<file path="src/rtl/alu_flags.sv">
module alu_flags (
  input  logic        clk,
  input  logic        rst_n,
  input  logic        op_valid,
  input  logic [3:0]  op_code,
  input  logic        word_mode,
  input  logic [15:0] opnd_a,
  input  logic [15:0] opnd_b,
  input  logic        carry_in,
  input  logic        ctl_we,
  input  logic [2:0]  ctl_in,
  output logic [15:0] result,
  output logic        result_we,
  output logic [15:0] flags
);
  localparam logic [3:0] OP_ADD = 4'd0, OP_ADC = 4'd1, OP_SUB = 4'd2, OP_SBB = 4'd3,
                         OP_CMP = 4'd4, OP_AND = 4'd5, OP_OR  = 4'd6, OP_XOR = 4'd7,
                         OP_INC = 4'd8, OP_DEC = 4'd9;

  logic cf, pf, af, zf, sf, of, tf, ie, df;
  logic [15:0] res_q;
  logic        we_q;

  wire known    = op_code <= OP_DEC;
  wire is_logic = (op_code == OP_AND) || (op_code == OP_OR) || (op_code == OP_XOR);
  wire is_step  = (op_code == OP_INC) || (op_code == OP_DEC);
  wire is_sub   = (op_code == OP_SUB) || (op_code == OP_SBB) ||
                  (op_code == OP_CMP) || (op_code == OP_DEC);
  wire use_cin  = (op_code == OP_ADC) || (op_code == OP_SBB);

  wire [15:0] am   = word_mode ? opnd_a : {8'h00, opnd_a[7:0]};
  wire [15:0] braw = is_step ? 16'h0001 : opnd_b;
  wire [15:0] bm   = word_mode ? braw : {8'h00, braw[7:0]};
  wire [16:0] cin  = {16'h0000, use_cin & carry_in};

  wire [16:0] ext = is_sub ? ({1'b0, am} - {1'b0, bm} - cin)
                           : ({1'b0, am} + {1'b0, bm} + cin);

  logic [15:0] logic_r;
  always_comb begin
    case (op_code)
      OP_AND:  logic_r = am & bm;
      OP_OR:   logic_r = am | bm;
      default: logic_r = am ^ bm;
    endcase
  end

  wire [15:0] arith_r = word_mode ? ext[15:0] : {8'h00, ext[7:0]};
  wire [15:0] res     = is_logic ? logic_r : arith_r;

  wire cy    = word_mode ? ext[16] : ext[8];
  wire a_msb = word_mode ? am[15] : am[7];
  wire b_msb = word_mode ? bm[15] : bm[7];
  wire r_msb = word_mode ? res[15] : res[7];
  wire ovf   = is_sub ? ((a_msb != b_msb) && (r_msb != a_msb))
                      : ((a_msb == b_msb) && (r_msb != a_msb));
  wire aux   = am[4] ^ bm[4] ^ res[4];

  always_ff @(posedge clk) begin
    if (!rst_n) begin
      {cf, pf, af, zf, sf, of} <= 6'b0;
      {tf, ie, df}             <= 3'b0;
      res_q                    <= 16'h0000;
      we_q                     <= 1'b0;
    end else begin
      we_q <= op_valid && known && (op_code != OP_CMP);
      if (op_valid && known) begin
        pf <= ~^res[7:0];
        zf <= (res == 16'h0000);
        sf <= r_msb;
        if (is_logic) begin
          cf <= 1'b0;
          of <= 1'b0;
        end else begin
          af <= aux;
          of <= ovf;
          if (!is_step) cf <= cy;
        end
        if (op_code != OP_CMP) res_q <= res;
      end
      if (ctl_we) {df, ie, tf} <= ctl_in;
    end
  end

  assign result    = res_q;
  assign result_we = we_q;
  assign flags     = {4'hF, of, df, ie, tf, sf, zf, 1'b0, af, 1'b0, pf, 1'b1, cf};
endmodule


</file>
<file path="config.mk">
export PLATFORM = sky130hd
export DESIGN_NAME = alu_flags
export DESIGN_NICKNAME = d
export VERILOG_FILES = /design/src/rtl/alu_flags.sv
export SDC_FILE = /design/constraint.sdc
export NUM_CORES = 1
export LEC_CHECK = 0
export BUFFER_PORTS_ARGS = -buffer_cell sky130_fd_sc_hd__buf_2
export CORE_ASPECT_RATIO = 0.75
export CORE_MARGIN = 1
export CORE_UTILIZATION = 52
export CTS_CLUSTER_SIZE = 25
export DETAILED_ROUTE_END_ITERATION = 8
export PLACE_DENSITY = 0.76
export SKIP_LAST_GASP = 1
export SLEW_MARGIN = 20
export SYNTH_ARGS = -nofsm -noshare
export SYNTH_HDL_FRONTEND = slang
export SYNTH_SLANG_ARGS = --single-unit
export TNS_END_PERCENT = 30
</file>
<file path="constraint.sdc">
create_clock -name clk -period 4.4 [get_ports clk]
set_clock_uncertainty 0.05 [all_clocks]
set_input_delay 0.22 -clock clk [delete_from_list [all_inputs] [get_ports clk]]
set_output_delay 0.22 -clock clk [all_outputs]
set_load 0.05 [all_outputs]
</file>
==> qor.txt <==
Buf+Inv Stages, Crit Path: 2
Detail Route Antenna Nets: 0
row cnt: 27
part of the power in registers: 22.0%
Pint: 664 uW
status: finished clean
switching share of power: 45.4%
VDD IR max: 0.319 mV
DRT Wirelength: 11.3 mm
# hold bufs at CTS: 0
worst-path cell chain: buf_2 -> or3b_2 -> buf_4 -> nand2_1 -> ha_1 -> ha_1 -> a21oi_1 -> nand2_1 -> a21oi_1 -> xor2_1 -> nor2_1 -> a21oi_1 -> a211oi_1 -> nor2_1 -> ha_1 -> nand4_1 -> nor3_1 -> and4_1 -> nand4_1 -> o21ai_2
Critical Path Source Type: input pin
f_max: 0.241 GHz
drt wl/cell: 15.4 um
Tcrit/Tclk final: 94.5%
CP top delay family: simple AND/OR/NAND/NOR gates
min Tclk post-route: 4.16 ns
post-synthesis sequential element count: 26
Non-Filler Instances: 736
final-layout fill cell count: 726
Vias/cell: 5.83
vias in the first global route: 3,750
DP Worst Slack: 0.0517 ns
RSZ-0062 raised after global routing: no
RD Place Congestion: 0.949
first-pass GRT wire length: 18.3 mm
Critical Path End Type: flop
Clock Tree Buf Depth: 2
diode count: 0
cts repair resizes: 0
Crit path largest cell delay: 0.59 ns
I/O pins: 78
sw power: 553 uW
Avg Cell Area, Syn: 7.09 sq um
CTS tree: yes
layout cells sized above 1: 15.1%
area grow syn2layout: 10.9%
Post-Synthesis Cell Area: 4140 sq um
placed cells: 732
via count: 4,289
initial antenna violation count: 0
GR Overflow Total: 0
warnings from Yosys: 0
Worst-path clk slew: 0.09 ns
Pleak: 2.30 nW
Root Driver: clkbuf_8
H-tree Lvls: 1
number of synthesized flops with an enable pin: 0
setup violators final: 0
slowest CP cell: or3b_2
critical path class: input pin to flop
Slew HR: 29.8%
Post-synth top flop: dfxtp_1
full die area: 8320 sq um
most frequent cells in the layout: nor2_1, buf_2, ha_1
pin count of the biggest net entering global routing: 25
clock latency on the worst-skew pair: 0.27 ns
Hold Path Class: input pin to flop
DR iter-0 viols: 357
# DRC: 0
fin. max-slew vios: 0
Gate power share: 62.0%
post-route setup slack: 0.243 ns
CP Data Required Time: 4.57 ns
initial core utilization: 54.9%
core area: 7530 sq um
P per Cell Area: 265 nW/um^2
Max Cap Violations: 0
CTS Buf Count: 3
postcts setup bufs: 0
Slew @ Worst Pin: 1.05 ns
drt pass-1 iters: 5
Chip Height: 79.3 um
Total GRT Usage: 27.1%
FF+latch area: 520 sq um
Gate Count Post-Synth: 584
most common cell after layout, fill and taps aside: nor2_1
clock share of power: 16.0%
Async SR Flop Fraction: 0%
Arr. time, crit path: 4.32 ns
chip width: 105 um
final hold vios: 0
Multi-input gate area: 3190 sq um
worst-path fanout max: 9
Setup TNS: 0 ns
Layout Nets: 751
IO Port Bufs: 70
Post-DP HPWL: 9.22 mm
clock sinks: 26
sequential-to-total area share from yosys stat: 12.6%
Synth cell types: 65
logic make-up (layout without fill, tap and decap cells):
| family | Yosys count | count (layout) | synth area share (%) |
|---|---|---|---|
| other cells | 2 | 7 | 0.182 |
| simple gates | 193 | 193 | 21.5 |
| flops | 26 | 26 | 12.6 |
| xor+xnor | 26 | 26 | 5.50 |
| compound gates | 157 | 157 | 25.3 |
| fa+ha+maj | 70 | 70 | 21.9 |
| buf+inv | 101 | 147 | 10.9 |
| mux | 9 | 9 | 2.21 |
Yosys cell counts (11+ instances only):
cell | count | area [sq um]
a211oi_1 | 12 | 90.1
nand2_1 | 50 | 188
xnor2_1 | 17 | 149
dfxtp_1 | 26 | 521
a22oi_1 | 11 | 82.6
inv_1 | 59 | 221
clkbuf_1 | 20 | 75.1
a21oi_1 | 35 | 175
buf_4 | 16 | 120
and2_1 | 11 | 68.8
ha_1 | 66 | 826
o21ai_0 | 35 | 175
nor2_1 | 75 | 282
worst reg2reg max path, cell delays in order, from the launching register on:
cell     delay, ns
dfxtp_1       0.33
nand3_1       0.07
o31ai_1       0.08
a41o_1        0.20
layer usage:
| metal | up-vias | track usage [%] | wire length (um) |
|---|---|---|---|
| met4 | 0 | 6.20 | 129 |
| met2 | 222 | 42.8 | 4680 |
| met5 | - | 0 | 0 |
| li1 | 2100 | - | - |
| met1 | 1952 | 39.9 | 5420 |
| met3 | 15 | 1.89 | 1110 |
power by group through the flow:
stage	registers [mW]	logic, mW	clock network [mW]
finish	0.268	0.754	0.195
global route	0.271	0.822	0.207
CTS	0.268	0.742	0.198
detailed placement	0.273	0.739	0
global placement	0.273	0.724	0
floorplan	0.317	0.528	0
stage by stage:
stage | power (mW) | utilization [%] | hold WS [ns] | area (sq um)
final | 1.22 | 60.9 | 0.130 | 4590
after global routing | 1.30 | 60.9 | 0.147 | 4590
after CTS | 1.21 | 60.9 | 0.131 | 4590
after detailed placement | 1.01 | 60.0 | 0.417 | 4520
after global placement | 0.996 | 60.0 | 0.409 | 4520
after floorplan | 0.845 | - | 0.311 | 4160
layout make-up:
cell class,count,share of cell area (%)
inverter,59,4.83
timing repair buffer,84,9.93
clock inverter,1,0.654
tap,101,2.75
multi-input combinational,462,69.6
sequential,26,11.3
clock buffer,3,0.900
state kept, by name, summed over array words and instances (netlist names):
name,count
sf,1
cf,1
of,1
pf,1
df,1
af,1
zf,1
result_we,1
result,16
ie,1
tf,1
path summary, 6_finish.rpt:
path | startpoint | to | slack, ns | depth (start not counted)
worst max-delay path | op_code[3] | zf$_SDFFE_PN0P_ | 0.24 | 20
worst min-delay path | ctl_in[0] | tf$_SDFFE_PN0P_ | 0.13 | 3
worst max register to register | of$_SDFFE_PN0P_ | of$_SDFFE_PN0P_ | 3.57 | 3
worst min register to register | result[7]$_SDFFE_PN0P_ | result[7]$_SDFFE_PN0P_ | 0.44 | 2
Note: power is estimated with default switching activity, not from simulation.
